$ cat config.mk
export PLATFORM = sky130hd
export DESIGN_NAME = cfiq_responder
export DESIGN_NICKNAME = d
export VERILOG_FILES = /design/src/rtl/cfiq_pkg.sv /design/src/rtl/cfiq_rom.sv /design/src/rtl/cfiq_lane.sv /design/src/rtl/cfiq_pack.sv /design/src/rtl/cfiq_responder.sv
export SDC_FILE = /design/constraint.sdc
export NUM_CORES = 1
export LEC_CHECK = 0
export ABC_AREA = 1
export BUFFER_PORTS_ARGS = -buffer_cell sky130_fd_sc_hd__buf_2
export CELL_PAD_IN_SITES_DETAIL_PLACEMENT = 1
export CELL_PAD_IN_SITES_GLOBAL_PLACEMENT = 2
export CORE_MARGIN = 2
export CORE_UTILIZATION = 31
export DETAILED_ROUTE_END_ITERATION = 10
export GPL_TIMING_DRIVEN = 0
export PLACE_DENSITY = 0.95
export SYNTH_ARGS = -nofsm -noshare
export SYNTH_HDL_FRONTEND = slang
export SYNTH_HIERARCHICAL = 1
export SYNTH_SLANG_ARGS = --single-unit
$ cat constraint.sdc
create_clock -name clk_i -period 1.6 [get_ports clk_i]
set_clock_uncertainty 0.1 [all_clocks]
set_input_delay 0.08 -clock clk_i [delete_from_list [all_inputs] [get_ports clk_i]]
set_output_delay 0.08 -clock clk_i [all_outputs]
set_load 0.05 [all_outputs]
$ cat src/rtl/cfiq_pkg.sv
package cfiq_pkg;
  localparam logic MODE_ID    = 1'b0;
  localparam logic MODE_TABLE = 1'b1;

  function automatic int unsigned lg2w(input int unsigned v);
    return (v >= 4) ? 2 : (v >= 2) ? 1 : 0;
  endfunction

  function automatic int unsigned idx_shift(input int unsigned bw, input int unsigned dw,
                                            input int unsigned mdw);
    return lg2w(bw) + lg2w(mdw) - lg2w(dw);
  endfunction

  function automatic int unsigned buf_exp(input int unsigned bw);
    return (bw == 1) ? 8 : 11;
  endfunction

  function automatic logic [2:0] size_bytes(input logic [1:0] sz);
    return (sz == 2'd0) ? 3'd1 : (sz == 2'd1) ? 3'd2 : 3'd4;
  endfunction
endpackage

$ cat src/rtl/cfiq_rom.sv
module cfiq_rom #(
  parameter int unsigned IDX_W     = 16,
  parameter int unsigned TABLE_LEN = 64,
  parameter int unsigned BANK_W    = 4,
  parameter int unsigned SIZE_LOG2 = 23
) (
  input  logic [IDX_W-1:0] idx_i,
  output logic [7:0]       byte_o
);
  localparam logic [7:0] BUF_EXP = 8'(cfiq_pkg::buf_exp(BANK_W));
  localparam logic [7:0] SZ_EXP  = 8'(SIZE_LOG2);

  always_comb begin
    byte_o = 8'h00;
    if (idx_i < IDX_W'(TABLE_LEN)) begin
      case (idx_i)
        IDX_W'(8'h10): byte_o = 8'h51;
        IDX_W'(8'h11): byte_o = 8'h52;
        IDX_W'(8'h12): byte_o = 8'h59;
        IDX_W'(8'h13): byte_o = 8'h01;
        IDX_W'(8'h27): byte_o = SZ_EXP;
        IDX_W'(8'h2A): byte_o = BUF_EXP;
        IDX_W'(8'h2C): byte_o = 8'h01;
        default:       byte_o = 8'h00;
      endcase
    end
  end
endmodule

$ cat src/rtl/cfiq_lane.sv
module cfiq_lane #(
  parameter int unsigned AW        = 16,
  parameter int unsigned BANK_W    = 4,
  parameter int unsigned DEV_W     = 2,
  parameter int unsigned MAX_DEV_W = 2,
  parameter int unsigned TABLE_LEN = 64,
  parameter int unsigned SIZE_LOG2 = 23,
  parameter logic [15:0] MFR_ID    = 16'h00A7,
  parameter logic [15:0] DEV_ID    = 16'h1C3E
) (
  input  logic                  mode_i,
  input  logic [AW-1:0]         addr_i,
  output logic [8*BANK_W-1:0]   beat_o
);
  localparam int unsigned SHIFT  = cfiq_pkg::idx_shift(BANK_W, DEV_W, MAX_DEV_W);
  localparam int unsigned DEVB   = 8 * DEV_W;
  localparam int unsigned NLANE  = BANK_W / DEV_W;
  localparam bit          NARROW = (DEV_W != MAX_DEV_W);
  localparam bit          UNSUP  = NARROW && (DEV_W != 1);

  typedef logic [DEVB-1:0] dev_t;

  logic [AW-1:0] idx;
  dev_t          dev_tab;
  dev_t          dev_id;
  dev_t          dev;

  assign idx = addr_i >> SHIFT;

  generate
    if (UNSUP) begin : g_unsup
      assign dev_tab = '0;
    end else begin : g_tab
      logic [7:0] rom_byte;
      cfiq_rom #(
        .IDX_W    (AW),
        .TABLE_LEN(TABLE_LEN),
        .BANK_W   (BANK_W),
        .SIZE_LOG2(SIZE_LOG2)
      ) u_rom (
        .idx_i (idx),
        .byte_o(rom_byte)
      );
      // narrow use of a wide part: DEV_W is 1, so the byte is the whole answer
      assign dev_tab = dev_t'(rom_byte);
    end
  endgenerate

  always_comb begin
    case (idx[7:0])
      8'd0:    dev_id = dev_t'({16'h0000, MFR_ID});
      8'd1:    dev_id = dev_t'({16'h0000, DEV_ID});
      default: dev_id = '0;
    endcase
  end

  assign dev = (mode_i == cfiq_pkg::MODE_TABLE) ? dev_tab : dev_id;

  generate
    for (genvar j = 0; j < NLANE; j++) begin : g_copy
      assign beat_o[j*DEVB +: DEVB] = dev;
    end
  endgenerate
endmodule

$ cat src/rtl/cfiq_pack.sv
module cfiq_pack (
  input  logic [31:0] words_i,
  input  logic [1:0]  size_i,
  output logic [31:0] word_o
);
  logic [2:0] nbytes;

  assign nbytes = cfiq_pkg::size_bytes(size_i);

  generate
    for (genvar b = 0; b < 4; b++) begin : g_mask
      assign word_o[8*b +: 8] = (3'(b) < nbytes) ? words_i[8*b +: 8] : 8'h00;
    end
  endgenerate
endmodule

$ cat src/rtl/cfiq_responder.sv
module cfiq_responder #(
  parameter int unsigned AW        = 16,
  parameter int unsigned BANK_W    = 4,
  parameter int unsigned DEV_W     = 2,
  parameter int unsigned MAX_DEV_W = 2,
  parameter int unsigned TABLE_LEN = 64,
  parameter int unsigned SIZE_LOG2 = 23,
  parameter logic [15:0] MFR_ID    = 16'h00A7,
  parameter logic [15:0] DEV_ID    = 16'h1C3E
) (
  input  logic          clk_i,
  input  logic          rst_ni,
  input  logic          rd_i,
  input  logic          mode_i,
  input  logic [AW-1:0] addr_i,
  input  logic [1:0]    size_i,
  output logic          valid_o,
  output logic [31:0]   rdata_o,
  output logic [15:0]   wbuf_size_o
);
  localparam int unsigned NBEAT = 4 / BANK_W;
  localparam int unsigned BEATB = 8 * BANK_W;

  logic [31:0] words;
  logic [31:0] masked;
  logic [31:0] rdata_q;
  logic        valid_q;

  generate
    for (genvar k = 0; k < NBEAT; k++) begin : g_beat
      logic [AW-1:0] beat_addr;
      assign beat_addr = addr_i + AW'(k * BANK_W);
      cfiq_lane #(
        .AW       (AW),
        .BANK_W   (BANK_W),
        .DEV_W    (DEV_W),
        .MAX_DEV_W(MAX_DEV_W),
        .TABLE_LEN(TABLE_LEN),
        .SIZE_LOG2(SIZE_LOG2),
        .MFR_ID   (MFR_ID),
        .DEV_ID   (DEV_ID)
      ) u_lane (
        .mode_i(mode_i),
        .addr_i(beat_addr),
        .beat_o(words[k*BEATB +: BEATB])
      );
    end
  endgenerate

  cfiq_pack u_pack (
    .words_i(words),
    .size_i (size_i),
    .word_o (masked)
  );

  always_ff @(posedge clk_i or negedge rst_ni) begin
    if (!rst_ni) begin
      valid_q <= 1'b0;
      rdata_q <= '0;
    end else begin
      valid_q <= rd_i;
      if (rd_i) rdata_q <= masked;
    end
  end

  assign valid_o     = valid_q;
  assign rdata_o     = rdata_q;
  assign wbuf_size_o = 16'(1) << cfiq_pkg::buf_exp(BANK_W);
endmodule

# After elaboration in Yosys (flattened, before gate mapping)

Cells that the tools add are included.

Register bits: 33
Input bits: 22

Reductions and logical operators: 3
Multiplexer cells: 10
Equality and inequality tests: 9
Order comparisons: 5

Operators by type and width:

| cell                | number |
|---|---|
| $eq 14x5->1 const B | 4 |
| $eq 14x6->1 const B | 3 |
| $pmux 7 s6          | 1 |
| $mux 8              | 4 |
| $pmux 13 s2         | 1 |
| $mux 16             | 1 |
| $lt 14x7->1 const B | 1 |
| $eq 8x1->1 const B  | 1 |
| $logic_not 8->1     | 1 |
| $mux 7              | 1 |
| $lt 1x3->1 const A  | 2 |
| $lt 2x3->1 const A  | 2 |
| $mux 3              | 2 |
| $eq 2x1->1 const B  | 1 |
| $logic_not 2->1     | 1 |
| $reduce_or 2->1     | 1 |

# Longest topological paths before layout

Depth after elaboration: 6
Mapped depth: 16
Mapped depth without buffers: 15

# By module

Netlist, hierarchy kept.

Modules (own cells, without submodules):

| module         | sequential area each (um2) | times used | area each (um2) | cells an instance |
|---|---|---|---|---|
| cfiq_responder | 825.8                      | 1          | 1445.1          | 155 |
| cfiq_lane      | 0.0                        | 1          | 405.4           | 57 |
| cfiq_rom       | 0.0                        | 1          | 289.0           | 60 |
| cfiq_pack      | 0.0                        | 1          | 244.0           | 59 |

# Least setup slack after synthesis

Ideal clock, no wire load.

Kind: in2reg
Start: in addr_i[8]
End: reg rdata_q[19] (netlist: rdata_o[19])
Path slack: 314 ps
Arrival: 1067 ps
Setup time: 119 ps
Stages: 16
Path buffers: 1
Cells stage by stage: inv_1 nand2_2 nor2_4 nand2_1 nand2_1 nand2_1 nand3_1 nor2_1 nor2_1 nand2_1 nand2_2 buf_4 nand2_1 inv_1 nand2_1 nand2_1

Longest elaborated chain between the ends: 6
Elaborated cells between the ends (all ways): 16
Classes of those cells: order compare: 1; eq/ne: 8; mux: 5; reduce/logical: 2

Ends and longest elaborated chain:

| element                                    | RTL line             | text |
|---|---|---|
| start: declaration                         | cfiq_responder.sv:15 | `input logic [AW-1:0] addr_i,` |
| $eq 14x6->1 or $eq 14x5->1 (tied branches) | cfiq_rom.sv:16       | `case (idx_i)` |
| $reduce_or 2->1 (no line)                  | -                    |  |
| $pmux 7 s6                                 | cfiq_rom.sv:16       |  |
| $mux 7 *                                   | cfiq_rom.sv:15       | `if (idx_i < IDX_W'(TABLE_LEN)) begin` |
| net g_beat[0].u_lane.g_tab.rom_byte[3]     | cfiq_lane.sv:34      | `logic [7:0] rom_byte;` |
| $mux 16 *                                  | cfiq_lane.sv:57      | `assign dev = (mode_i == cfiq_pkg::MODE_TABLE) ? dev_tab : dev_id;` |
| net words[3]                               | cfiq_responder.sv:24 | `logic [31:0] words;` |
| $mux 8 *                                   | cfiq_pack.sv:12      | `assign word_o[8*b +: 8] = (3'(b) < nbytes) ? words_i[8*b +: 8] : 8'h00;` |
| net masked[19]                             | cfiq_responder.sv:25 | `logic [31:0] masked;` |
| end signal: assignment                     | cfiq_responder.sv:62 | `if (rd_i) rdata_q <= masked;` |
| end: declaration                           | cfiq_responder.sv:26 | `logic [31:0] rdata_q;` |

Mark *: on every way through the listed nets, which the timed path passes. The rest lies on a longest branch.
A chain may end at the register's enable or synchronous reset.

# Final worst setup path

Same ends and word-level chain as after synthesis.

==> flow_summary.ini <==
[status]
status = complete, no violations

[setup_path]
path_depth = 17
cpMaxStageDelayCell = nor2_4
startpoint_type = input port
crit_top_cell = nand2_1
r2r_cells = 2
critPathArrivalTime_ps = 1430
required_ps = 1730
crit_type = in -> reg
rrSetupSlack_ps = 860
critical_path.top_delay_family = simple AND/OR/NAND/NOR gates
crit_fanout = 5
r2r_end = rdata_o[20]$_DFFE_PN0P_
worstPathCellList = buf_2 -> inv_1 -> nand2_2 -> nor2_4 -> nand2_1 -> nand2_1 -> nand2_1 -> nand3_1 -> nor2_1 -> nor2_1 -> nand2_1 -> nand2_2 -> buf_4 -> nand2_1 -> inv_1 -> nand2_1 -> nand2_1
path_buf_inv = 4
slowest_delay_ps = 140
end_kind = register
rr_startpoint = rdata_o[20]$_DFFE_PN0P_

[synthesis]
seq_area_frac_synth_pct = 34.6
synth_common_cells = nand2_1, buf_4, inv_1
yosys.area_share.simple_pct = 37.2
synth_compound_area_share_pct = 0.892
synthAdderAreaFrac_pct = 0
synth.most_common_cell = nand2_1
yosys_warnings = 6
synthMuxAreaShare_pct = 0
ys_ff_latch = 33
synth_area_leaders = dfrtp_1, nand2_1, buf_4
synth_top_area_share_pct = 34.6
yosysTopAreaCell = dfrtp_1
synth_xor_xnor_area_share_pct = 0
avgSynthCellArea_um2 = 7.20
synth_area_mm2 = 0.00238
synth_edf_count = 0
ys.flop_type = dfrtp_1
synth_top_family_by_area = simple AND/OR/NAND/NOR gates
syn-instance-count = 331
synth.distinct_cells = 27
async_flop_share_pct = 100

[sta]
hold_viol = 0
worst_slack_ps = 292
setup_viol = 0
drv_slew = 0
max-slew-margin-rel_pct = 50.5
period_share_pct = 81.7
tightest_slew_ps = 742
max_clock_freq_mhz = 765
min_period_ps = 1310
rsz0062_at_grt = false

[min_path]
hold_start = size_i[1]
min_path_cells = 5
min_path_type = in -> reg
hold-path-endpoint = rdata_o[17]$_DFFE_PN0P_

[global_route]
grt_busiest_layer = met2
first_global_vias = 1923
grt_max_degree = 34
met3_usage_pct = 3.29
antenna_found_initial = 0
grt_use_met2_pct = 22.6
gr-usage-all-layers_pct = 12.6
grt_pass1_wl_um = 8490
overflow = 0
gr-usage-met1_pct = 14.6

[die]
core_mm2 = 0.00733
fp-row-count = 31
io_pins = 71
die_w_um = 91.7
die-area_mm2 = 0.00841
die_height_um = 91.7
initial_core_util_pct = 32.5

[clock_network]
clock_latency_ps = 280
cts_tree = built
path_clk_slew_ps = 70
htree_levels = 2
clockBufferDepth = 2
cts_root_buf = clkbuf_8
cts_sinks = 33
post_cts_resized = 0
cts_buffers = 5

[final_layout]
finish.utilization_pct = 40.8
num_antenna_cells = 0
drive_above_1_share_pct = 34.5
final_nets = 438
areaGrowthSynthToFinish_pct = 25.5
final_area_mm2 = 0.00299
finalNonFillerCells = 516

[placed_design]
io_buffers = 50
gp_congestion = 0.724
dp.cells = 506
place_hpwl_um = 3980
dp_slack_ps = -24.0
place_area_mm2 = 0.00286

[detailed_routing]
wl_um = 4990
num_vias = 2019
wire_per_inst_um = 9.66
vias_per_cell = 3.91
drt_iter0_markers = 49
ant_nets = 0
dr.pass1.iters = 4
drc = 0

[power]
p_leak_nw = 1.96
peakVddDrop_uv = 325
power_density_mw_per_mm2 = 736
power.total_mw = 2.20

[flow_run]
maxCapViolations = 0
## registers in the layout, summed over array words and instances, names as in the netlist
signal and count:
valid_o 1, rdata_o 32
## routing by layer
metal | up-vias | share of wire, %
met5 | - | 0
met4 | 0 | 1.5
met3 | 5 | 5.5
met2 | 42 | 51
met1 | 911 | 42
li1 | 1061 | -
## layout make-up
class	instances	area, um^2
plain buffers	59	467
fillers	986	4340
clock inverters	1	30.0
flip-flops and latches	33	826
inverters	42	168
multi-input cells	223	1020
well taps	99	124
repair buffers	52	270
clock buffers	7	86.3
## cells in the final DEF, fill, tap and decap left out, drive strengths merged, types with 2 or more instances in the layout
master         n
or2            2
clkbuf        18
inv           42
nand3          8
conb          30
nor2          27
dfrtp         33
nand2        149
buf           98
nor3           2
dlygate4sd3    2
nand4          2
## report_power, final
| group | leakage, nW | internal [mW] | total [mW] | switching, mW |
|---|---|---|---|---|
| combinational | 1.45 | 0.159 | 0.512 | 0.353 |
| clock | 0.0585 | 0.508 | 0.809 | 0.301 |
| sequential | 0.444 | 0.865 | 0.881 | 0.0163 |
| total | 1.96 | 1.53 | 2.20 | 0.670 |
## worst reg2reg max path, delay by kind of cell, from the launching register on
| family | cells | cell delay (ps) |
|---|---|---|
| flip-flops | 1 | 400 |
| AND/OR/NAND/NOR | 2 | 120 |
## worst max-delay path by stage
stage               slack (ps)        from                       to
floorplan                  310   addr_i[8]  rdata_o[19]$_DFFE_PN0P_
CTS                        280   addr_i[8]  rdata_o[19]$_DFFE_PN0P_
global placement            30  addr_i[15]  rdata_o[19]$_DFFE_PN0P_
finish                     290   addr_i[8]  rdata_o[19]$_DFFE_PN0P_
global route                50  addr_i[15]  rdata_o[19]$_DFFE_PN0P_
detailed placement         -20   addr_i[8]  rdata_o[19]$_DFFE_PN0P_
## logic make-up (layout without fill, tap and decap cells)
| kind of cell | count (synthesis) | count (layout) |
|---|---|---|
| AND/OR/NAND/NOR | 190 | 190 |
| AO/OA/AOI/OAI | 3 | 3 |
| buffers and inverters | 101 | 161 |
| flip-flops | 33 | 33 |
| other | 4 | 30 |
## stage by stage
| step | TNS, ps | hold WS (ps) |
|---|---|---|
| floorplan | 0 | -316 |
| global placement | 0 | 79.7 |
| detailed placement | -24.0 | 84.8 |
| CTS | 0 | 19.8 |
| global route | 0 | 63.6 |
| finish | 0 | 26.3 |
## what timing repair did
action,4_1_cts,5_1_grt
endpoints found under the hold margin,34,0
setup buffers,0,0
endpoints found under the setup margin,0,0
hold buffers,2,0
No activity file was read; power rests on OpenSTA's default activity.
